File: src/rtl/seg7_pkg.sv
// Shared constants and the character decoder for the seven-segment
// controller. Assumes segment order A..G in bits 0..6.
package seg7_pkg;

    localparam int ADDR_W = 4;
    localparam int DATA_W = 8;
    localparam int WORD_W = 16;

    localparam logic [ADDR_W-1:0] ADR_NOP    = 4'h0;
    localparam logic [ADDR_W-1:0] ADR_DECODE = 4'h9;
    localparam logic [ADDR_W-1:0] ADR_BRIGHT = 4'hA;
    localparam logic [ADDR_W-1:0] ADR_LIMIT  = 4'hB;
    localparam logic [ADDR_W-1:0] ADR_POWER  = 4'hC;
    localparam logic [ADDR_W-1:0] ADR_LAMP   = 4'hF;

    // Map a nibble to its character segments (A = bit 0).
    function automatic logic [6:0] char_segs(input logic [3:0] v);
        case (v)
            4'h0: char_segs = 7'h3F;
            4'h1: char_segs = 7'h06;
            4'h2: char_segs = 7'h5B;
            4'h3: char_segs = 7'h4F;
            4'h4: char_segs = 7'h66;
            4'h5: char_segs = 7'h6D;
            4'h6: char_segs = 7'h7D;
            4'h7: char_segs = 7'h07;
            4'h8: char_segs = 7'h7F;
            4'h9: char_segs = 7'h6F;
            4'hA: char_segs = 7'h40;
            4'hB: char_segs = 7'h79;
            4'hC: char_segs = 7'h76;
            4'hD: char_segs = 7'h38;
            4'hE: char_segs = 7'h73;
            default: char_segs = 7'h00;
        endcase
    endfunction

endpackage

File: src/rtl/seg7_shift_in.sv
// Serial front end: samples the three serial pins with clk, shifts a
// 16-bit word on each rising ser_clk and issues a one-cycle write on
// each rising ser_load. Assumes the pins are synchronous to clk and
// each level lasts at least one clock.
module seg7_shift_in
    import seg7_pkg::*;
(
    input  logic              clk,
    input  logic              rst_n,
    input  logic              ser_clk,
    input  logic              ser_din,
    input  logic              ser_load,
    output logic              wr_en,
    output logic [ADDR_W-1:0] wr_addr,
    output logic [DATA_W-1:0] wr_data,
    output logic              ser_dout
);

    logic              sclk_q;
    logic              load_q;
    logic [WORD_W-1:0] shreg;
    logic              shift_evt;

    assign shift_evt = ser_clk && !sclk_q;

    // Edge history and word shift register.
    always_ff @(posedge clk) begin
        if (!rst_n) begin
            sclk_q <= 1'b0;
            load_q <= 1'b0;
            shreg  <= '0;
        end else begin
            sclk_q <= ser_clk;
            load_q <= ser_load;
            if (shift_evt) begin
                shreg <= {shreg[WORD_W-2:0], ser_din};
            end
        end
    end

    assign wr_en    = ser_load && !load_q;
    assign wr_addr  = shreg[DATA_W +: ADDR_W];
    assign wr_data  = shreg[DATA_W-1:0];
    assign ser_dout = shreg[WORD_W-1];

    // the word is frozen between serial clock edges.
    p_word_hold_r1: assert property (@(posedge clk) disable iff (!rst_n)
        !shift_evt |=> $stable(wr_addr) && $stable(wr_data));

endmodule

File: src/rtl/seg7_regfile.sv
// Register file: digit patterns, decode select, brightness, scan limit,
// power and lamp-test bits. Writes come from the serial front end.
// Assumes NUM_DIGITS <= 8.
module seg7_regfile
    import seg7_pkg::*;
#(
    parameter int NUM_DIGITS = 8,
    parameter int IDX_W      = 3
) (
    input  logic                               clk,
    input  logic                               rst_n,
    input  logic                               wr_en,
    input  logic [ADDR_W-1:0]                  wr_addr,
    input  logic [DATA_W-1:0]                  wr_data,
    output logic [NUM_DIGITS-1:0][DATA_W-1:0]  digits,
    output logic [NUM_DIGITS-1:0]              decode_sel,
    output logic [3:0]                         bright,
    output logic [IDX_W-1:0]                   last_idx,
    output logic                               run_on,
    output logic                               lamp_on
);

    // One pattern register per digit, at address index+1.
    for (genvar g = 0; g < NUM_DIGITS; g++) begin : g_digit
        always_ff @(posedge clk) begin
            if (!rst_n) begin
                digits[g] <= '0;
            end else if (wr_en && wr_addr == ADDR_W'(g + 1)) begin
                digits[g] <= wr_data;
            end
        end
    end

    // Control registers.
    always_ff @(posedge clk) begin
        if (!rst_n) begin
            decode_sel <= '0;
            bright     <= '0;
            last_idx   <= '0;
            run_on     <= 1'b0;
            lamp_on    <= 1'b0;
        end else if (wr_en) begin
            case (wr_addr)
                ADR_DECODE: decode_sel <= wr_data[NUM_DIGITS-1:0];
                ADR_BRIGHT: bright     <= wr_data[3:0];
                ADR_LIMIT:  last_idx   <= wr_data[IDX_W-1:0];
                ADR_POWER:  run_on     <= wr_data[0];
                ADR_LAMP:   lamp_on    <= wr_data[0];
                default: ;
            endcase
        end
    end

    // the no-op and unused addresses change no state.
    p_nop_quiet_r10: assert property (@(posedge clk) disable iff (!rst_n)
        wr_en && (wr_addr == ADR_NOP || wr_addr == 4'hD || wr_addr == 4'hE)
        |=> $stable(digits) && $stable(decode_sel) && $stable(bright)
            && $stable(last_idx) && $stable(run_on) && $stable(lamp_on));

endmodule

File: src/rtl/seg7_scanner.sv
// Scan engine: steps through digits 0..limit, splits each digit slot
// into 16 sub-phases of PHASE_CYCLES clocks for brightness, and forms
// the segment pattern with optional character decoding. Shutdown
// freezes the scan; lamp test overrides everything.
module seg7_scanner
    import seg7_pkg::*;
#(
    parameter int NUM_DIGITS   = 8,
    parameter int IDX_W        = 3,
    parameter int PHASE_CYCLES = 2
) (
    input  logic                               clk,
    input  logic                               rst_n,
    input  logic [NUM_DIGITS-1:0][DATA_W-1:0]  digits,
    input  logic [NUM_DIGITS-1:0]              decode_sel,
    input  logic [3:0]                         bright,
    input  logic [IDX_W-1:0]                   last_idx,
    input  logic                               run_on,
    input  logic                               lamp_on,
    output logic [DATA_W-1:0]                  seg,
    output logic [NUM_DIGITS-1:0]              dig_n
);

    localparam int PH_W = (PHASE_CYCLES > 1) ? $clog2(PHASE_CYCLES) : 1;

    logic [PH_W-1:0]   ph;
    logic [3:0]        sub;
    logic [IDX_W-1:0]  idx;
    logic              active;
    logic [IDX_W-1:0]  eff_last;
    logic              lit;
    logic [DATA_W-1:0] raw;
    logic [DATA_W-1:0] pat;

    assign active   = run_on || lamp_on;
    assign eff_last = lamp_on ? IDX_W'(NUM_DIGITS - 1) : last_idx;

    // Phase, sub-phase and digit counters; frozen while inactive.
    always_ff @(posedge clk) begin
        if (!rst_n) begin
            ph  <= '0;
            sub <= '0;
            idx <= '0;
        end else if (active) begin
            if (ph == PH_W'(PHASE_CYCLES - 1)) begin
                ph  <= '0;
                sub <= sub + 4'd1;
                if (sub == 4'hF) begin
                    idx <= (idx >= eff_last) ? '0 : idx + 1'b1;
                end
            end else begin
                ph <= ph + 1'b1;
            end
        end
    end

    // Digit enable with brightness gating.
    always_comb begin
        lit   = active && (idx <= eff_last) && (lamp_on || sub <= bright);
        dig_n = ~(lit ? (NUM_DIGITS'(1) << idx) : '0);
    end

    // Segment pattern for the current digit.
    always_comb begin
        raw = digits[idx];
        pat = decode_sel[idx] ? {raw[7], char_segs(raw[3:0])} : raw;
        seg = lamp_on ? '1 : (active ? pat : '0);
    end

    // never more than one digit enabled.
    p_single_digit_r6: assert property (@(posedge clk) disable iff (!rst_n)
        $onehot0(~dig_n));

    // the scan moves up by one or wraps to digit 0.
    p_scan_order_r6: assert property (@(posedge clk) disable iff (!rst_n)
        (idx != $past(idx)) |-> (idx == '0 || idx == $past(idx) + 1'b1));

    // in shutdown the scan position holds.
    p_halt_scan_r8: assert property (@(posedge clk) disable iff (!rst_n)
        !active |=> $stable(idx) && $stable(sub));

    // in lamp test a digit is always enabled.
    p_lamp_lit_r9: assert property (@(posedge clk) disable iff (!rst_n)
        lamp_on |-> dig_n != '1);

endmodule

File: src/rtl/seg7_scan_ctrl.sv
// Top of the serial seven-segment controller: serial front end,
// register file and scan engine. Assumes serial pins are synchronous
// to clk.
module seg7_scan_ctrl
    import seg7_pkg::*;
#(
    parameter int NUM_DIGITS   = 8,
    parameter int PHASE_CYCLES = 2
) (
    input  logic                  clk,
    input  logic                  rst_n,
    input  logic                  ser_clk,
    input  logic                  ser_din,
    input  logic                  ser_load,
    output logic [DATA_W-1:0]     seg,
    output logic [NUM_DIGITS-1:0] dig_n,
    output logic                  ser_dout
);

    localparam int IDX_W = (NUM_DIGITS > 1) ? $clog2(NUM_DIGITS) : 1;

    logic                              wr_en;
    logic [ADDR_W-1:0]                 wr_addr;
    logic [DATA_W-1:0]                 wr_data;
    logic [NUM_DIGITS-1:0][DATA_W-1:0] digits;
    logic [NUM_DIGITS-1:0]             decode_sel;
    logic [3:0]                        bright;
    logic [IDX_W-1:0]                  last_idx;
    logic                              run_on;
    logic                              lamp_on;

    seg7_shift_in u_shift (
        .clk      (clk),
        .rst_n    (rst_n),
        .ser_clk  (ser_clk),
        .ser_din  (ser_din),
        .ser_load (ser_load),
        .wr_en    (wr_en),
        .wr_addr  (wr_addr),
        .wr_data  (wr_data),
        .ser_dout (ser_dout)
    );

    seg7_regfile #(
        .NUM_DIGITS (NUM_DIGITS),
        .IDX_W      (IDX_W)
    ) u_regs (
        .clk        (clk),
        .rst_n      (rst_n),
        .wr_en      (wr_en),
        .wr_addr    (wr_addr),
        .wr_data    (wr_data),
        .digits     (digits),
        .decode_sel (decode_sel),
        .bright     (bright),
        .last_idx   (last_idx),
        .run_on     (run_on),
        .lamp_on    (lamp_on)
    );

    seg7_scanner #(
        .NUM_DIGITS   (NUM_DIGITS),
        .IDX_W        (IDX_W),
        .PHASE_CYCLES (PHASE_CYCLES)
    ) u_scan (
        .clk        (clk),
        .rst_n      (rst_n),
        .digits     (digits),
        .decode_sel (decode_sel),
        .bright     (bright),
        .last_idx   (last_idx),
        .run_on     (run_on),
        .lamp_on    (lamp_on),
        .seg        (seg),
        .dig_n      (dig_n)
    );

    // reset leaves the display dark until a register is written.
    p_reset_dark_r3: assert property (@(posedge clk)
        !rst_n |=> (seg == '0 && dig_n == '1));

endmodule

File: config.mk
export PLATFORM = sky130hd
export DESIGN_NAME = seg7_scan_ctrl
export DESIGN_NICKNAME = d
export VERILOG_FILES = /design/src/rtl/seg7_pkg.sv /design/src/rtl/seg7_shift_in.sv /design/src/rtl/seg7_regfile.sv /design/src/rtl/seg7_scanner.sv /design/src/rtl/seg7_scan_ctrl.sv
export SDC_FILE = /design/constraint.sdc
export NUM_CORES = 1
export LEC_CHECK = 0
export BUFFER_PORTS_ARGS = -buffer_cell sky130_fd_sc_hd__buf_2
export CORE_ASPECT_RATIO = 1.75
export CORE_MARGIN = 2
export CORE_UTILIZATION = 53
export CTS_CLUSTER_DIAMETER = 100
export DETAILED_ROUTE_END_ITERATION = 7
export GPL_ROUTABILITY_DRIVEN = 0
export HOLD_SLACK_MARGIN = 0.05
export PLACE_DENSITY = 0.8
export SLEW_MARGIN = 5
export SYNTH_ARGS = -nofsm -noshare
export SYNTH_HDL_FRONTEND = slang
export SYNTH_SLANG_ARGS = --single-unit
File: constraint.sdc
create_clock -name clk -period 2.8 [get_ports clk]
set_input_delay 0.42 -clock clk [delete_from_list [all_inputs] [get_ports clk]]
set_output_delay 0.42 -clock clk [all_outputs]
set_load 0.005 [all_outputs]
# ---- After elaboration in Yosys (flattened, before gate mapping)
# Memories as Yosys holds them, arrays and structs flattened.
# Cells that the tools add are included.
dict set report op_classes {
  bitwise_logic 1
  eq_ne 14
  add_sub_neg 3
  muxes 11
  n_lt_le_gt_ge 4
  multipliers 0
  n_shift 1
  n_div 0
  n_reduce_logical 23
}
# op n
set ops {}
lappend ops {{$mux W8} 4}
lappend ops {{$eq A4 B4 Y1 const B} 7}
lappend ops {{$bmux W8 S3} 1}
lappend ops {{$eq A4 B3 Y1 const B} 4}
lappend ops {{$logic_and A1 B1 Y1} 12}
lappend ops {{$reduce_and A2 Y1} 6}
lappend ops {{$eq A4 B2 Y1 const B} 2}
lappend ops {{$not A8 Y8} 1}
lappend ops {{$shl A1 B3 Y8 const A} 1}
lappend ops {{$mux W7} 1}
lappend ops {{$mux W3} 2}
lappend ops {{$add A4 B1 Y4 const B} 1}
lappend ops {{$eq A4 B1 Y1 const B} 1}
lappend ops {{$le A4 B4 Y1} 1}
lappend ops {{$lt A3 B4 Y1 const B} 1}
lappend ops {{$add A3 B1 Y3 const B} 1}
lappend ops {{$bmux W1 S3} 1}
lappend ops {{$ge A3 B3 Y1} 1}
lappend ops {{$le A3 B3 Y1} 1}
lappend ops {{$reduce_and A3 Y1} 1}
lappend ops {{$logic_not A1 Y1} 2}
lappend ops {{$logic_or A1 B1 Y1} 2}
lappend ops {{$mux W1} 2}
lappend ops {{$add A1 B1 Y1 const B} 1}
dict set report totals {
  mem_bits_ro 112
  latch_bits 0
  register_bits 107
  in_bits 5
  out_inout_bits 17
  ram_bits 0
  memories 1
}
# memory depth word_bits read_ports rd_ports_with_merged_regs write_ports line
set mem_list {}
lappend mem_list {{(name not given)} 16 7 1 0 0 seg7_pkg.sv:18} ;# case (v)

# ---- Depth between registers and ports, before layout
dict set report logic_depth {
  ltp_word 6
  depth_mapped 10
  depth_no_buf 8
}

# ---- Modules after synthesis
# A second synthesis with hierarchy kept.
dict set report unflattened {
  hier_cells 536
  hier_area_um2 5368.9
}
# module cells_per_inst seq_area_each_um2 area_each_um2 n_inst
set modules_own_cells {}
lappend modules_own_cells {seg7_regfile 287 1621.6 2995.4 1}
lappend modules_own_cells {seg7_scanner 178 160.2 1619.1 1}
lappend modules_own_cells {seg7_shift_in 71 360.3 754.5 1}

# ---- Worst setup path before layout
# Ideal clock, no wire load.
dict set report synth_path {
  path_kind {register to output}
  start {register u_scan.idx[1]}
  end {output port seg[3]}
  arrival_ps 2244
  stages_incl_launch_ff 9
  slack_ps 136
  cell_sequence {dfxtp_1 -> buf_6 -> mux4_2 -> mux2_2 -> inv_1 -> ha_1 -> o21ai_0 -> a211oi_1 -> or3_1}
}
dict set report synth_between {
  elab_chain_cells 6
  elab_cells_between_ends 8
}
# element line
set synth_rtl {}
lappend synth_rtl {{from (decl)} seg7_scanner.sv:28} ;# logic [IDX_W-1:0] idx;
lappend synth_rtl {{from (signal assigned)} seg7_scanner.sv:49} ;# idx <= (idx >= eff_last) ? '0 : idx + 1'b1;
lappend synth_rtl {{$bmux W8 S3} seg7_scanner.sv:65} ;# raw = digits[idx];
lappend synth_rtl {{$mux W8 (implied by the code)} seg7_scanner.sv:65}
lappend synth_rtl {{$mem_v2 Z16 W7} n/a}
lappend synth_rtl {{$mux W7 (*)} seg7_scanner.sv:66} ;# pat = decode_sel[idx] ? {raw[7], char_segs(raw[3:0])} : raw;
lappend synth_rtl {{$mux W8 (*) (2 in a row)} seg7_scanner.sv:67} ;# seg = lamp_on ? '1 : (active ? pat : '0);
lappend synth_rtl {{to (decl)} seg7_scan_ctrl.sv:15} ;# output logic [DATA_W-1:0] seg,
# Mark *: on every way between the ends. The rest lies on a longest branch, timed or not. The select of a mux whose other input is x is not followed.

# ---- Worst setup path after layout
# Ends and elaborated chain as after synthesis.

==> impl_metrics.py <==
metrics = {
    "synthesis": {
        "async_flop_share": 0,
        "synth.most_common_cell": "dfxtp_1",
        "syn_avg_cell_area_um2": 10.0,
        "synth_ff_type": "dfxtp_1",
        "ys_ff_latch": 107,
        "synth_area_um2": 5410,
        "synthesis.nets": 567,
        "syn_inst": 541,
        "seq_area_frac_synth": 0.396,
        "ys_types": 42,
        "yosysTopAreaCell": "dfxtp_1",
        "synth_common_cells": "107 x dfxtp_1, 91 x nor2b_1, 90 x mux2i_1",
        "netlist_top_cells_area": "dfxtp_1 40%, mux2i_1 17%, nor2b_1 11%",
        "synth_top_area_share": 0.396,
        "synth-edff-count": 0,
        "ys_warn_count": 0,
    },
    "setup_path": {
        "path_class": "reg2out",
        "critPathRequiredTime_ns": 2.38,
        "slowest_stage": "mux4_2",
        "arrival_ns": 2.48,
        "path_cells": "buf_6 -> mux4_2 -> buf_4 -> ha_4 -> o21ai_2 -> a211oi_1 -> or3_1 -> buf_2",
        "startpoint": "u_scan.idx[1]$_SDFFE_PN0P_",
        "startpoint_type": "register",
        "critPathMaxStageDelay_ns": 0.57,
        "r2r_start": "u_shift.load_q$_SDFF_PN0_",
        "cp-end-kind": "primary output",
        "crit_fanout": 6,
    },
    "sta": {
        "layout_setup_ws_ns": -0.0992,
        "slew-limit-headroom": 0.498,
        "fin_setup_tns_ns": -0.306,
        "finalSetupViolations": 5,
        "slew_violations": 0,
        "max_freq_mhz": 345,
        "worst_pin_slew_ns": 0.754,
        "fin_crit_sh": 1.04,
        "hold-worst-slack_ns": 0.278,
        "period_minus_slack_ns": 2.90,
        "fin_worst_skew_ns": 0.00936,
        "hold_viol": 0,
        "rsz0062_at_grt": "true",
    },
    "placement": {
        "place_inst": 670,
        "dp_slack_ns": 0.0982,
        "dp_hpwl_um": 8100,
        "io_buffer_count": 21,
    },
    "min_path": {
        "min_from": "ser_load",
        "hp-class": "in2reg",
    },
    "cts": {
        "clock-sinks": 107,
        "clk-insertion-delay-late_ns": 0.35,
        "cts_tree": "done",
        "numCtsBuffers": 9,
        "cts_buffer_depth": 2,
        "clk_pin_slew_ns": 0.08,
        "cts_root_buffer": "clkbuf_16",
        "ctsHoldBuffers": 0,
        "htreeDepth": 3,
    },
    "pwr": {
        "vdd_drop_max_uv": 332,
        "pwr_density_cell_nw_per_um2": 465,
        "finalPower_mw": 2.87,
        "p_leak_nw": 2.62,
    },
    "detailed_routing": {
        "post-route-drc-count": 0,
        "drt-vias-per-instance": 5.71,
        "initialDrtViolationCount": 265,
        "drt_pass1_iterations": 4,
        "vias": 3963,
        "drt_wl_total_um": 12200,
        "ant_nets": 0,
        "wl_per_cell_um": 17.6,
    },
    "floorplan": {
        "dieArea_um2": 11100,
        "initial_core_util": 0.546,
        "rows": 48,
        "coreArea_um2": 9910,
        "die_h_um": 138,
        "io_pins": 22,
        "die_x_um": 80.4,
    },
    "global_routing": {
        "grt_use_total": 0.228,
        "gr-total-overflow": 0,
        "antenna_found_initial": 0,
        "grt_max_degree": 55,
        "grt_pass1_wl_um": 19200,
        "grt_pass1_vias": 3834,
    },
    "status": {
        "violations": "negative setup slack",
        "status": "complete, but fails checks",
    },
    "final_layout": {
        "fill_cells": 774,
        "fin_nets": 590,
        "area_growth_pct": 13.8,
        "diodes": 0,
        "instances_no_fill": 694,
        "drive_gt1_frac": 0.181,
    },
    "flow_run": {
        "maxCapViolCount": 0,
    },
}
## flip-flops by register name, summed over array words and instances, names as in the netlist
| signal | cells |
|---|---|
| u_regs.lamp_on | 1 |
| u_regs.last_idx | 3 |
| u_scan.sub | 4 |
| u_scan.idx | 3 |
| u_regs.run_on | 1 |
| u_shift.sclk_q | 1 |
| u_shift.load_q | 1 |
| u_scan.ph | 1 |
| u_shift.shreg | 16 |
| u_regs.bright | 4 |
| u_regs.decode_sel | 8 |
| u_regs.digits | 64 |
## logic make-up after synthesis
group                    synth area share
multiplexers                        0.248
buffers and inverters              0.0377
adder cells (fa/ha/maj)            0.0486
XOR/XNOR                          0.00486
AO/OA/AOI/OAI                      0.0692
flip-flops                          0.396
AND/OR/NAND/NOR                     0.195
## critical path: cells and delay by family (launching register included)
kind	cells	cell delay, ns
muxes	1	0.57
buffers and inverters	3	0.41
DFF	1	0.39
AOI/OAI and AO/OA	2	0.34
adders and majority gates	1	0.28
and+or+nand+nor	1	0.15
## placed cells by master, fill, tap and decap left out, types with 5 or more instances in the layout
cell type,instances
dfxtp_1,104
nor2b_1,91
mux2i_1,90
nand2_1,58
buf_2,21
mux4_2,17
buf_4,17
a21boi_0,16
ha_1,15
a21oi_1,12
inv_1,10
nor2_1,10
clkbuf_16,9
o21ai_1,6
and2_1,6
nor3b_1,6
buf_6,6
ha_4,5
## layer usage
| layer | global-route usage | wire length, µm | up-vias |
|---|---|---|---|
| li1 | - | - | 1901 |
| met1 | 0.250 | 4900 | 1923 |
| met2 | 0.412 | 6450 | 108 |
| met3 | 0.0354 | 407 | 31 |
| met4 | 0.127 | 481 | 0 |
| met5 | 0 | 0 | - |
## final timing paths
check,endpoint,slack [ns],cells past startpoint
setup / recovery,seg[3],-0.1,8
hold / removal,u_shift.load_q$_SDFF_PN0_,0.28,2
setup reg to reg,u_regs.digits[24]$_SDFFE_PN0P_,0.75,5
hold reg to reg,u_shift.shreg[15]$_SDFFE_PN0P_,0.47,2
## cell type report
class | instances | area, µm² | share of cell area
Multi-Input combinational cell | 386 | 3160 | 0.513
Inverter | 14 | 58.8 | 0.00955
Tap cell | 125 | 156 | 0.0254
Timing Repair Buffer | 46 | 335 | 0.0545
Clock inverter | 7 | 73.8 | 0.0120
Clock buffer | 9 | 225 | 0.0366
Sequential cell | 107 | 2150 | 0.349
## report_power, final
part / internal (mW) / leakage (nW) / switching (mW)
clock: 0.700 / 0.147 / 0.578
sequential: 1.52 / 0.864 / 0.00731
combinational: 0.0287 / 1.61 / 0.0298
total: 2.25 / 2.62 / 0.615
## repair_timing
| action | in CTS | in global routing |
|---|---|---|
| setup endpoints to repair | 7 | 15 |
| gates resized for setup | 27 | 14 |
| pin swaps | 7 | 8 |
| setup buffers | 5 | 3 |
## metrics by stage
stage,cell area (µm²),utilization
4_1_cts,6090,0.614
3_3_place_gp,5660,0.571
5_1_grt,6160,0.621
3_5_place_dp,5660,0.571
6_report,6160,0.621
2_1_floorplan,5410,-
Note: power is estimated with default switching activity, not from simulation.
